### config.mk
export PLATFORM = sky130hd
export DESIGN_NAME = orq_top
export DESIGN_NICKNAME = d
export VERILOG_FILES = /design/src/rtl/orq_pkg.sv /design/src/rtl/orq_table.sv /design/src/rtl/orq_drain.sv /design/src/rtl/orq_top.sv
export SDC_FILE = /design/constraint.sdc
export NUM_CORES = 2
export LEC_CHECK = 0
export BUFFER_PORTS_ARGS = -buffer_cell sky130_fd_sc_hd__buf_2
export CELL_PAD_IN_SITES_DETAIL_PLACEMENT = 0
export CELL_PAD_IN_SITES_GLOBAL_PLACEMENT = 1
export CORE_MARGIN = 2
export CORE_UTILIZATION = 45
export DETAILED_ROUTE_END_ITERATION = 8
export PLACE_DENSITY = 0.69
export SYNTH_ARGS = -nofsm -noshare
export SYNTH_HDL_FRONTEND = slang
export SYNTH_HIERARCHICAL = 1
export SYNTH_SLANG_ARGS = --single-unit
### constraint.sdc
create_clock -name clk -period 20.9 [get_ports clk]
set_clock_uncertainty 0.2 [all_clocks]
set_input_delay 4.18 -clock clk [delete_from_list [all_inputs] [get_ports clk]]
set_output_delay 4.18 -clock clk [all_outputs]
set_load 0.01 [all_outputs]
### src/rtl/orq_pkg.sv
package orq_pkg;
  parameter int LINE_W     = 16;
  parameter int TAG_W      = 4;
  parameter int LINE_BYTES = 8;
  parameter int RESP_BYTES = 4;
  parameter int ENTRIES    = 8;
  parameter int MAX_DEP    = 3;

  localparam int OFF_W  = $clog2(LINE_BYTES);
  localparam int SZ_W   = $clog2(RESP_BYTES + 1);
  localparam int DEP_CW = $clog2(MAX_DEP + 1);
  localparam int IDX_W  = $clog2(ENTRIES);
  localparam int CNT_W  = $clog2(2 * ENTRIES + 1);
  localparam int LD_W   = LINE_BYTES * 8;
  localparam int RD_W   = RESP_BYTES * 8;

  localparam logic [2:0] K_LOAD     = 3'd0;
  localparam logic [2:0] K_SPEC     = 3'd1;
  localparam logic [2:0] K_EXPOSE   = 3'd2;
  localparam logic [2:0] K_VALIDATE = 3'd3;
  localparam logic [2:0] K_STORE    = 3'd4;
  localparam logic [2:0] K_RMW      = 3'd5;

  typedef enum logic [1:0] {
    ST_OK    = 2'd0,
    ST_ALIAS = 2'd1,
    ST_BUSY  = 2'd2,
    ST_IDLE  = 2'd3
  } status_e;

  typedef struct packed {
    logic [TAG_W-1:0] tag;
    logic [OFF_W-1:0] off;
    logic [SZ_W-1:0]  size;
  } slot_t;

  typedef struct packed {
    logic [LINE_W-1:0]         line;
    logic [2:0]                kind;
    slot_t                     prim;
    logic [DEP_CW-1:0]         ndeps;
    slot_t [MAX_DEP-1:0]       deps;
  } ent_t;

  function automatic logic is_write(input logic [2:0] k);
    return k[2];
  endfunction

  function automatic logic gives_data(input logic [2:0] k);
    return (k == K_LOAD) || (k == K_SPEC) || (k == K_RMW);
  endfunction

  // Bytes off..off+size-1 of the line, packed from bit 0, zero past the line end.
  function automatic logic [RD_W-1:0] pick_bytes(input logic [LD_W-1:0] d,
                                                  input logic [OFF_W-1:0] off,
                                                  input logic [SZ_W-1:0] size);
    logic [RD_W-1:0] r;
    int p;
    r = '0;
    for (int b = 0; b < RESP_BYTES; b++) begin
      p = int'(off) + b;
      if ((b < int'(size)) && (p < LINE_BYTES)) r[b*8 +: 8] = d[p*8 +: 8];
    end
    return r;
  endfunction
endpackage

### src/rtl/orq_table.sv
module orq_table
  import orq_pkg::*;
#(
  parameter bit DEP_EN = 1'b1
) (
  input  logic              clk,
  input  logic              rst_n,
  input  logic [LINE_W-1:0] look_line,
  output logic              look_hit,
  output logic [2:0]        look_kind,
  output logic              look_dep_full,
  output logic              full,
  input  logic              ins_en,
  input  ent_t              ins_ent,
  input  logic              dep_en,
  input  slot_t             dep_slot,
  input  logic              fill_en,
  input  logic [LINE_W-1:0] fill_line,
  output logic              fill_hit,
  output ent_t              fill_ent
);
  ent_t               ent [ENTRIES];
  logic [ENTRIES-1:0] vld;
  logic [ENTRIES-1:0] fmatch, rm, lmatch;
  logic [IDX_W-1:0]   free_idx;

  always_comb begin
    look_hit      = 1'b0;
    look_kind     = '0;
    look_dep_full = 1'b0;
    fill_ent      = '0;
    free_idx      = '0;
    for (int i = ENTRIES - 1; i >= 0; i--) begin
      fmatch[i] = vld[i] && (ent[i].line == fill_line);
      rm[i]     = fill_en && fmatch[i];
      lmatch[i] = vld[i] && !rm[i] && (ent[i].line == look_line);
      if (!vld[i]) free_idx = IDX_W'(i);
      if (lmatch[i]) begin
        look_hit      = 1'b1;
        look_kind     = ent[i].kind;
        look_dep_full = (int'(ent[i].ndeps) == MAX_DEP);
      end
      if (fmatch[i]) fill_ent = ent[i];
    end
    fill_hit = fill_en && (|fmatch);
    full     = &vld;
  end

  for (genvar i = 0; i < ENTRIES; i++) begin : g_ent
    logic take;
    assign take = ins_en && (free_idx == IDX_W'(i)) && !vld[i];

    always_ff @(posedge clk) begin
      if (!rst_n)        vld[i] <= 1'b0;
      else if (rm[i])    vld[i] <= 1'b0;
      else if (take)     vld[i] <= 1'b1;
    end

    if (DEP_EN) begin : g_dep
      always_ff @(posedge clk) begin
        if (take) begin
          ent[i]       <= ins_ent;
          ent[i].ndeps <= '0;
        end else if (dep_en && lmatch[i]) begin
          ent[i].deps[ent[i].ndeps] <= dep_slot;
          ent[i].ndeps              <= ent[i].ndeps + 1'b1;
        end
      end
    end else begin : g_nodep
      always_ff @(posedge clk) begin
        if (take) begin
          ent[i]       <= ins_ent;
          ent[i].ndeps <= '0;
        end
      end
    end
  end


  ins_only_when_free_chk: assert property (@(posedge clk) disable iff (!rst_n)
    ins_en |-> !full);


  dep_has_room_chk: assert property (@(posedge clk) disable iff (!rst_n)
    dep_en |-> (look_hit && !look_dep_full));
endmodule

### src/rtl/orq_drain.sv
module orq_drain
  import orq_pkg::*;
(
  input  logic             clk,
  input  logic             rst_n,
  input  logic             go,
  input  ent_t             go_ent,
  input  logic [LD_W-1:0]  go_data,
  input  logic             go_ext,
  output logic             ready,
  output logic             ev_valid,
  output logic [TAG_W-1:0] ev_tag,
  output logic [RD_W-1:0]  ev_data,
  output logic             ev_l1hit,
  output logic             ev_last
);
  logic              busy;
  ent_t              cur;
  logic [LD_W-1:0]   data_q;
  logic              ext_q;
  logic [DEP_CW-1:0] idx;
  logic              on_dep;
  slot_t             sel;
  logic [2:0]        sel_kind;

  always_comb begin
    on_dep   = idx < cur.ndeps;
    sel      = on_dep ? cur.deps[idx] : cur.prim;
    sel_kind = on_dep ? K_SPEC : cur.kind;
    ready    = !busy;
    ev_valid = busy;
    ev_last  = busy && !on_dep;
    ev_tag   = sel.tag;
    ev_data  = gives_data(sel_kind) ? pick_bytes(data_q, sel.off, sel.size) : '0;
    ev_l1hit = busy && (sel_kind == K_SPEC) && !ext_q;
  end

  always_ff @(posedge clk) begin
    if (!rst_n) begin
      busy <= 1'b0;
      idx  <= '0;
    end else if (go) begin
      busy <= 1'b1;
      idx  <= '0;
    end else if (busy) begin
      if (ev_last) busy <= 1'b0;
      else         idx  <= idx + 1'b1;
    end
  end

  always_ff @(posedge clk) begin
    if (go) begin
      cur    <= go_ent;
      data_q <= go_data;
      ext_q  <= go_ext;
    end
  end


  burst_contiguous_chk: assert property (@(posedge clk) disable iff (!rst_n)
    (ev_valid && !ev_last) |=> ev_valid);


  go_when_idle_chk: assert property (@(posedge clk) disable iff (!rst_n)
    go |-> !busy);
endmodule

### src/rtl/orq_top.sv
module orq_top
  import orq_pkg::*;
(
  input  logic              clk,
  input  logic              rst_n,
  input  logic              req_valid,
  input  logic [2:0]        req_kind,
  input  logic [LINE_W-1:0] req_line,
  input  logic [OFF_W-1:0]  req_off,
  input  logic [SZ_W-1:0]   req_size,
  input  logic [TAG_W-1:0]  req_tag,
  input  logic [RD_W-1:0]   req_wdata,
  output logic [1:0]        req_status,
  output logic              req_merged,
  output logic              iss_valid,
  output logic [2:0]        iss_kind,
  output logic [LINE_W-1:0] iss_line,
  output logic [RD_W-1:0]   iss_wdata,
  input  logic              fill_valid,
  output logic              fill_ready,
  input  logic              fill_write,
  input  logic [LINE_W-1:0] fill_line,
  input  logic              fill_external,
  input  logic [LD_W-1:0]   fill_data,
  output logic              ev_valid,
  output logic [TAG_W-1:0]  ev_tag,
  output logic [RD_W-1:0]   ev_data,
  output logic              ev_l1hit,
  output logic              ev_last,
  output logic [CNT_W-1:0]  outstanding
);
  localparam int TOTAL = 2 * ENTRIES;

  logic       w_hit, w_full, w_dfull, w_fhit;
  logic [2:0] w_kind;
  ent_t       w_fent;
  logic       r_hit, r_full, r_dfull, r_fhit;
  logic [2:0] r_kind;
  ent_t       r_fent;

  logic       fill_acc, ins_w, ins_r, dep_r, closing;
  status_e    st;
  ent_t       new_ent;
  slot_t      req_slot;
  logic [CNT_W-1:0] cnt_q;

  assign fill_acc = fill_valid && fill_ready;
  assign req_slot = '{tag: req_tag, off: req_off, size: req_size};

  always_comb begin
    new_ent      = '0;
    new_ent.line = req_line;
    new_ent.kind = req_kind;
    new_ent.prim = req_slot;
  end

  orq_table #(.DEP_EN(1'b0)) u_wtab (
    .clk, .rst_n,
    .look_line(req_line), .look_hit(w_hit), .look_kind(w_kind),
    .look_dep_full(w_dfull), .full(w_full),
    .ins_en(ins_w), .ins_ent(new_ent),
    .dep_en(1'b0), .dep_slot(req_slot),
    .fill_en(fill_acc && fill_write), .fill_line(fill_line),
    .fill_hit(w_fhit), .fill_ent(w_fent)
  );

  orq_table #(.DEP_EN(1'b1)) u_rtab (
    .clk, .rst_n,
    .look_line(req_line), .look_hit(r_hit), .look_kind(r_kind),
    .look_dep_full(r_dfull), .full(r_full),
    .ins_en(ins_r), .ins_ent(new_ent),
    .dep_en(dep_r), .dep_slot(req_slot),
    .fill_en(fill_acc && !fill_write), .fill_line(fill_line),
    .fill_hit(r_fhit), .fill_ent(r_fent)
  );

  // Classification of the incoming request against both tables.
  always_comb begin
    st    = ST_IDLE;
    ins_w = 1'b0;
    ins_r = 1'b0;
    dep_r = 1'b0;
    if (req_valid) begin
      if (is_write(req_kind)) begin
        if (w_hit)       st = ST_ALIAS;
        else if (w_full) st = ST_BUSY;
        else begin st = ST_OK; ins_w = 1'b1; end
      end else if (w_hit) begin
        st = ST_ALIAS;
      end else if (r_hit) begin
        if ((req_kind == K_SPEC) && (r_kind == K_SPEC)) begin
          if (r_dfull) st = ST_BUSY;
          else begin st = ST_OK; dep_r = 1'b1; end
        end else begin
          st = ST_ALIAS;
        end
      end else if (r_full) begin
        st = ST_BUSY;
      end else begin
        st = ST_OK; ins_r = 1'b1;
      end
    end
  end

  assign req_status = st;
  assign req_merged = dep_r;
  assign iss_valid  = ins_w || ins_r;
  assign iss_kind   = req_kind;
  assign iss_line   = req_line;
  assign iss_wdata  = ins_w ? req_wdata : '0;

  orq_drain u_drain (
    .clk, .rst_n,
    .go(w_fhit || r_fhit),
    .go_ent(fill_write ? w_fent : r_fent),
    .go_data(fill_data), .go_ext(fill_external),
    .ready(fill_ready),
    .ev_valid, .ev_tag, .ev_data, .ev_l1hit, .ev_last
  );

  assign closing = ev_valid && ev_last;

  always_ff @(posedge clk) begin
    if (!rst_n) cnt_q <= '0;
    else        cnt_q <= cnt_q + CNT_W'(iss_valid) - CNT_W'(closing);
  end
  assign outstanding = cnt_q;


  no_overflow_chk: assert property (@(posedge clk) disable iff (!rst_n)
    int'(outstanding) <= TOTAL);


  no_underflow_chk: assert property (@(posedge clk) disable iff (!rst_n)
    closing |-> (outstanding != '0));
endmodule

==> load_flow_metrics.sql <==
INSERT INTO impl_metrics (metric_group, metric, value, unit) VALUES
('finish', 'antenna-diode-count', '0', ''),
('detailed_routing', 'route.detailed.wl_per_inst', '24.8', 'um'),
('power_and_ir_drop', 'power-per-cell-area', '77.9', 'mW/mm^2'),
('finish', 'final_net_count', '4668', ''),
('worst_setup_path', 'crit_chain', 'buf_2 > xor2_1 > nor4_1 > nand2_1 > nor4_2 > buf_4 > a21oi_1 > nor2_1 > nand3_1 > nor4_1 > or2_2 > buf_2', ''),
('flow_run', 'cap_violations', '0', ''),
('cts', 'tritoncts', 'yes', ''),
('worst_setup_path', 'cp.required', '16520', 'ps'),
('detailed_routing', 'postRouteAntennaNets', '0', ''),
('placed_design', 'io_buffers', '246', ''),
('cts', 'tritoncts.num_buffers', '117', ''),
('cts', 'cts_root_buf', 'sky130_fd_sc_hd__clkbuf_16', ''),
('finish', 'multi_input_comb_area', '0.0201', 'sq mm'),
('worst_setup_path', 'cp_slowest_stage_delay', '800', 'ps'),
('timing', 'relSlewSlack', '13.9', '%'),
('timing', 'fin_tns_setup', '0', 'ps'),
('floorplanning', 'num_io_pins', '247', ''),
('timing', 'post-route-period-util', '62.3', '%'),
('timing', 'worstMarginPinSlew', '1280', 'ps'),
('grt', 'grt_pass1_wl', '222000', 'um'),
('floorplanning', 'design.core.area', '0.116', 'sq mm'),
('finish', 'register_area', '0.0327', 'sq mm'),
('power_and_ir_drop', 'p_leak', '0.0216', 'uW'),
('finish', 'finish.utilization', '52.1', '%'),
('floorplanning', 'initial_util', '45.4', '%'),
('worst_setup_path', 'critical_path_arrival', '8650', 'ps'),
('detailed_routing', 'route.detailed.drc', '0', ''),
('finish', 'area_added_between_synthesis_and_finish', '14.8', '%'),
('timing', 'drv_slew', '0', ''),
('synthesis', 'synth_area_per_cell', '13.5', 'sq um'),
('cts', 'clkLatencyLatePin', '710', 'ps'),
('detailed_routing', 'detail_route.vias_per_cell', '5.54', ''),
('placed_design', 'detailedPlacementHpwl', '91300', 'um'),
('cts', 'htreeDepth', '3', ''),
('grt', 'grt_antenna_before_repair', '7', ''),
('floorplanning', 'floorplan.die.height', '346', 'um'),
('cts', 'cts_hold_bufs', '0', ''),
('grt', 'grt_use_total', '24.9', '%'),
('grt', 'grt_start_max_net_pins', '92', ''),
('outcome', 'outcome', 'completed', ''),
('worst_setup_path', 'timing_worst_setup_path_type', 'in -> out', ''),
('timing', 'rsz0062_at_grt', 'false', ''),
('floorplanning', 'num_rows', '125', ''),
('timing', 'finalWorstPathRequiredPeriod', '13030', 'ps'),
('synthesis', 'synth_warnings', '6', ''),
('finish', 'leading_cell_type_in_the_layout_fill_and_taps_excluded', 'sky130_fd_sc_hd__edfxtp_1', ''),
('cts', 'clock-sinks', '1096', ''),
('worst_setup_path', 'critPathTopFamily', 'simple AND/OR/NAND/NOR gates', ''),
('cts', 'clock_path_buffers', '3', ''),
('timing', 'final_hold_viol_count', '0', ''),
('grt', 'grt_pass1_vias', '32900', ''),
('placed_design', 'cell_total_after_placement', '5887', ''),
('power_and_ir_drop', 'max-vdd-ir-drop', '0.0000761', 'V'),
('worst_hold_path', 'min_path_type', 'reg -> reg', ''),
('detailed_routing', 'vias', '33800', ''),
('timing', 'fmaxAchievable', '76.8', 'MHz'),
('worst_setup_path', 'timing.critical_path.fanout_max', '44', ''),
('floorplanning', 'die_area', '0.120', 'sq mm'),
('cts', 'post_cts_repair_resize_count', '0', ''),
('grt', 'grt-ovfl-total', '0', ''),
('worst_setup_path', 'critical_path.endpoint_type', 'output port', ''),
('worst_setup_path', 'critical_path.startpoint_type', 'input port', ''),
('detailed_routing', 'routed_wl', '151000', 'um'),
('synthesis', 'synthesis.instances', '3897', ''),
('finish', 'post_route_cells_drive_above_1_share', '18.3', '%'),
('cts', 'cts_setup_buffers', '0', ''),
('worst_setup_path', 'crit_path_top_delay_cell', 'sky130_fd_sc_hd__nor4_1', ''),
('timing', 'report.final.setup_viol', '0', ''),
('cts', 'clk_transition_reported_paths', '60', 'ps'),
('placed_design', 'place.gp.congestion', '0.852', ''),
('synthesis', 'total_standard_cell_area_after_synthesis', '0.0526', 'sq mm'),
('detailed_routing', 'first_pass_iters', '6', ''),
('finish', 'final_cell_mix', 'sky130_fd_sc_hd__edfxtp_1, sky130_fd_sc_hd__conb_1, sky130_fd_sc_hd__mux2_2, sky130_fd_sc_hd__nand2_1, sky130_fd_sc_hd__xnor2_1', ''),
('finish', 'layout.cells.non_filler', '6102', ''),
('floorplanning', 'floorplan.die.width', '346', 'um'),
('worst_setup_path', 'cp.buffers_inverters', '3', ''),
('finish', 'fill_cell_count', '10000', ''),
('detailed_routing', 'drtIter0Drc', '3212', '');
-- final timing paths --
check                           slack (ps)  depth (start not counted)         startpoint                 end
worst max-delay path                  7870                         12      fill_line[10]           iss_valid
worst max register to register       14260                         17  u_rtab/ent[0][55]  u_rtab/ent[0][238]
worst min-delay path                   270                          1  u_wtab/ent[1][31]   u_wtab/ent[1][31]
worst min register to register         270                          1  u_wtab/ent[1][31]   u_wtab/ent[1][31]
-- state kept, by name, summed over array words and instances, names as in the netlist --
register / cells
u_wtab/vld: 8
u_rtab/ent: 488
outstanding: 5
u_drain/ext_q: 1
u_drain/data_q: 64
u_wtab/ent: 474
u_drain/cur: 45
u_drain/idx: 2
u_drain/ev_valid: 1
u_rtab/vld: 8
-- through the flow --
stage | setup WS, ps | instance area, sq um | power [uW] | hold slack, ps
after floorplan | 3820 | 54500 | 2620 | 229
after global placement | 8010 | 56700 | 2690 | 245
after detailed placement | 7910 | 56700 | 2700 | 246
after CTS | 7900 | 60400 | 4740 | 264
after global routing | 7720 | 60400 | 4840 | 270
final | 7870 | 60400 | 4710 | 265
-- final cells by class --
class                   instances  area share (%)
repair buffers                320            2.96
flip-flops and latches       1096            54.0
clock buffers                 157            5.35
inverters                      59           0.366
well taps                    1524            3.15
multi-input cells            2888            33.3
clock inverters                58           0.894
-- routing by layer --
layer / share of wire [%] / track usage, % / wire length [um]
met5: 0.0086 / 0 / 13
met4: 2.1 / 5.81 / 3240
met3: 6.2 / 3.50 / 9380
met2: 46 / 39.3 / 69600
met1: 46 / 36.3 / 69100
-- where the power goes --
group / leakage [uW] / switching [uW] / internal [uW]
Clock: 0.00183 / 866 / 1190
Sequential: 0.00992 / 9.26 / 2430
Combinational: 0.00990 / 136 / 77.1
No activity file was read; power rests on OpenSTA's default activity.
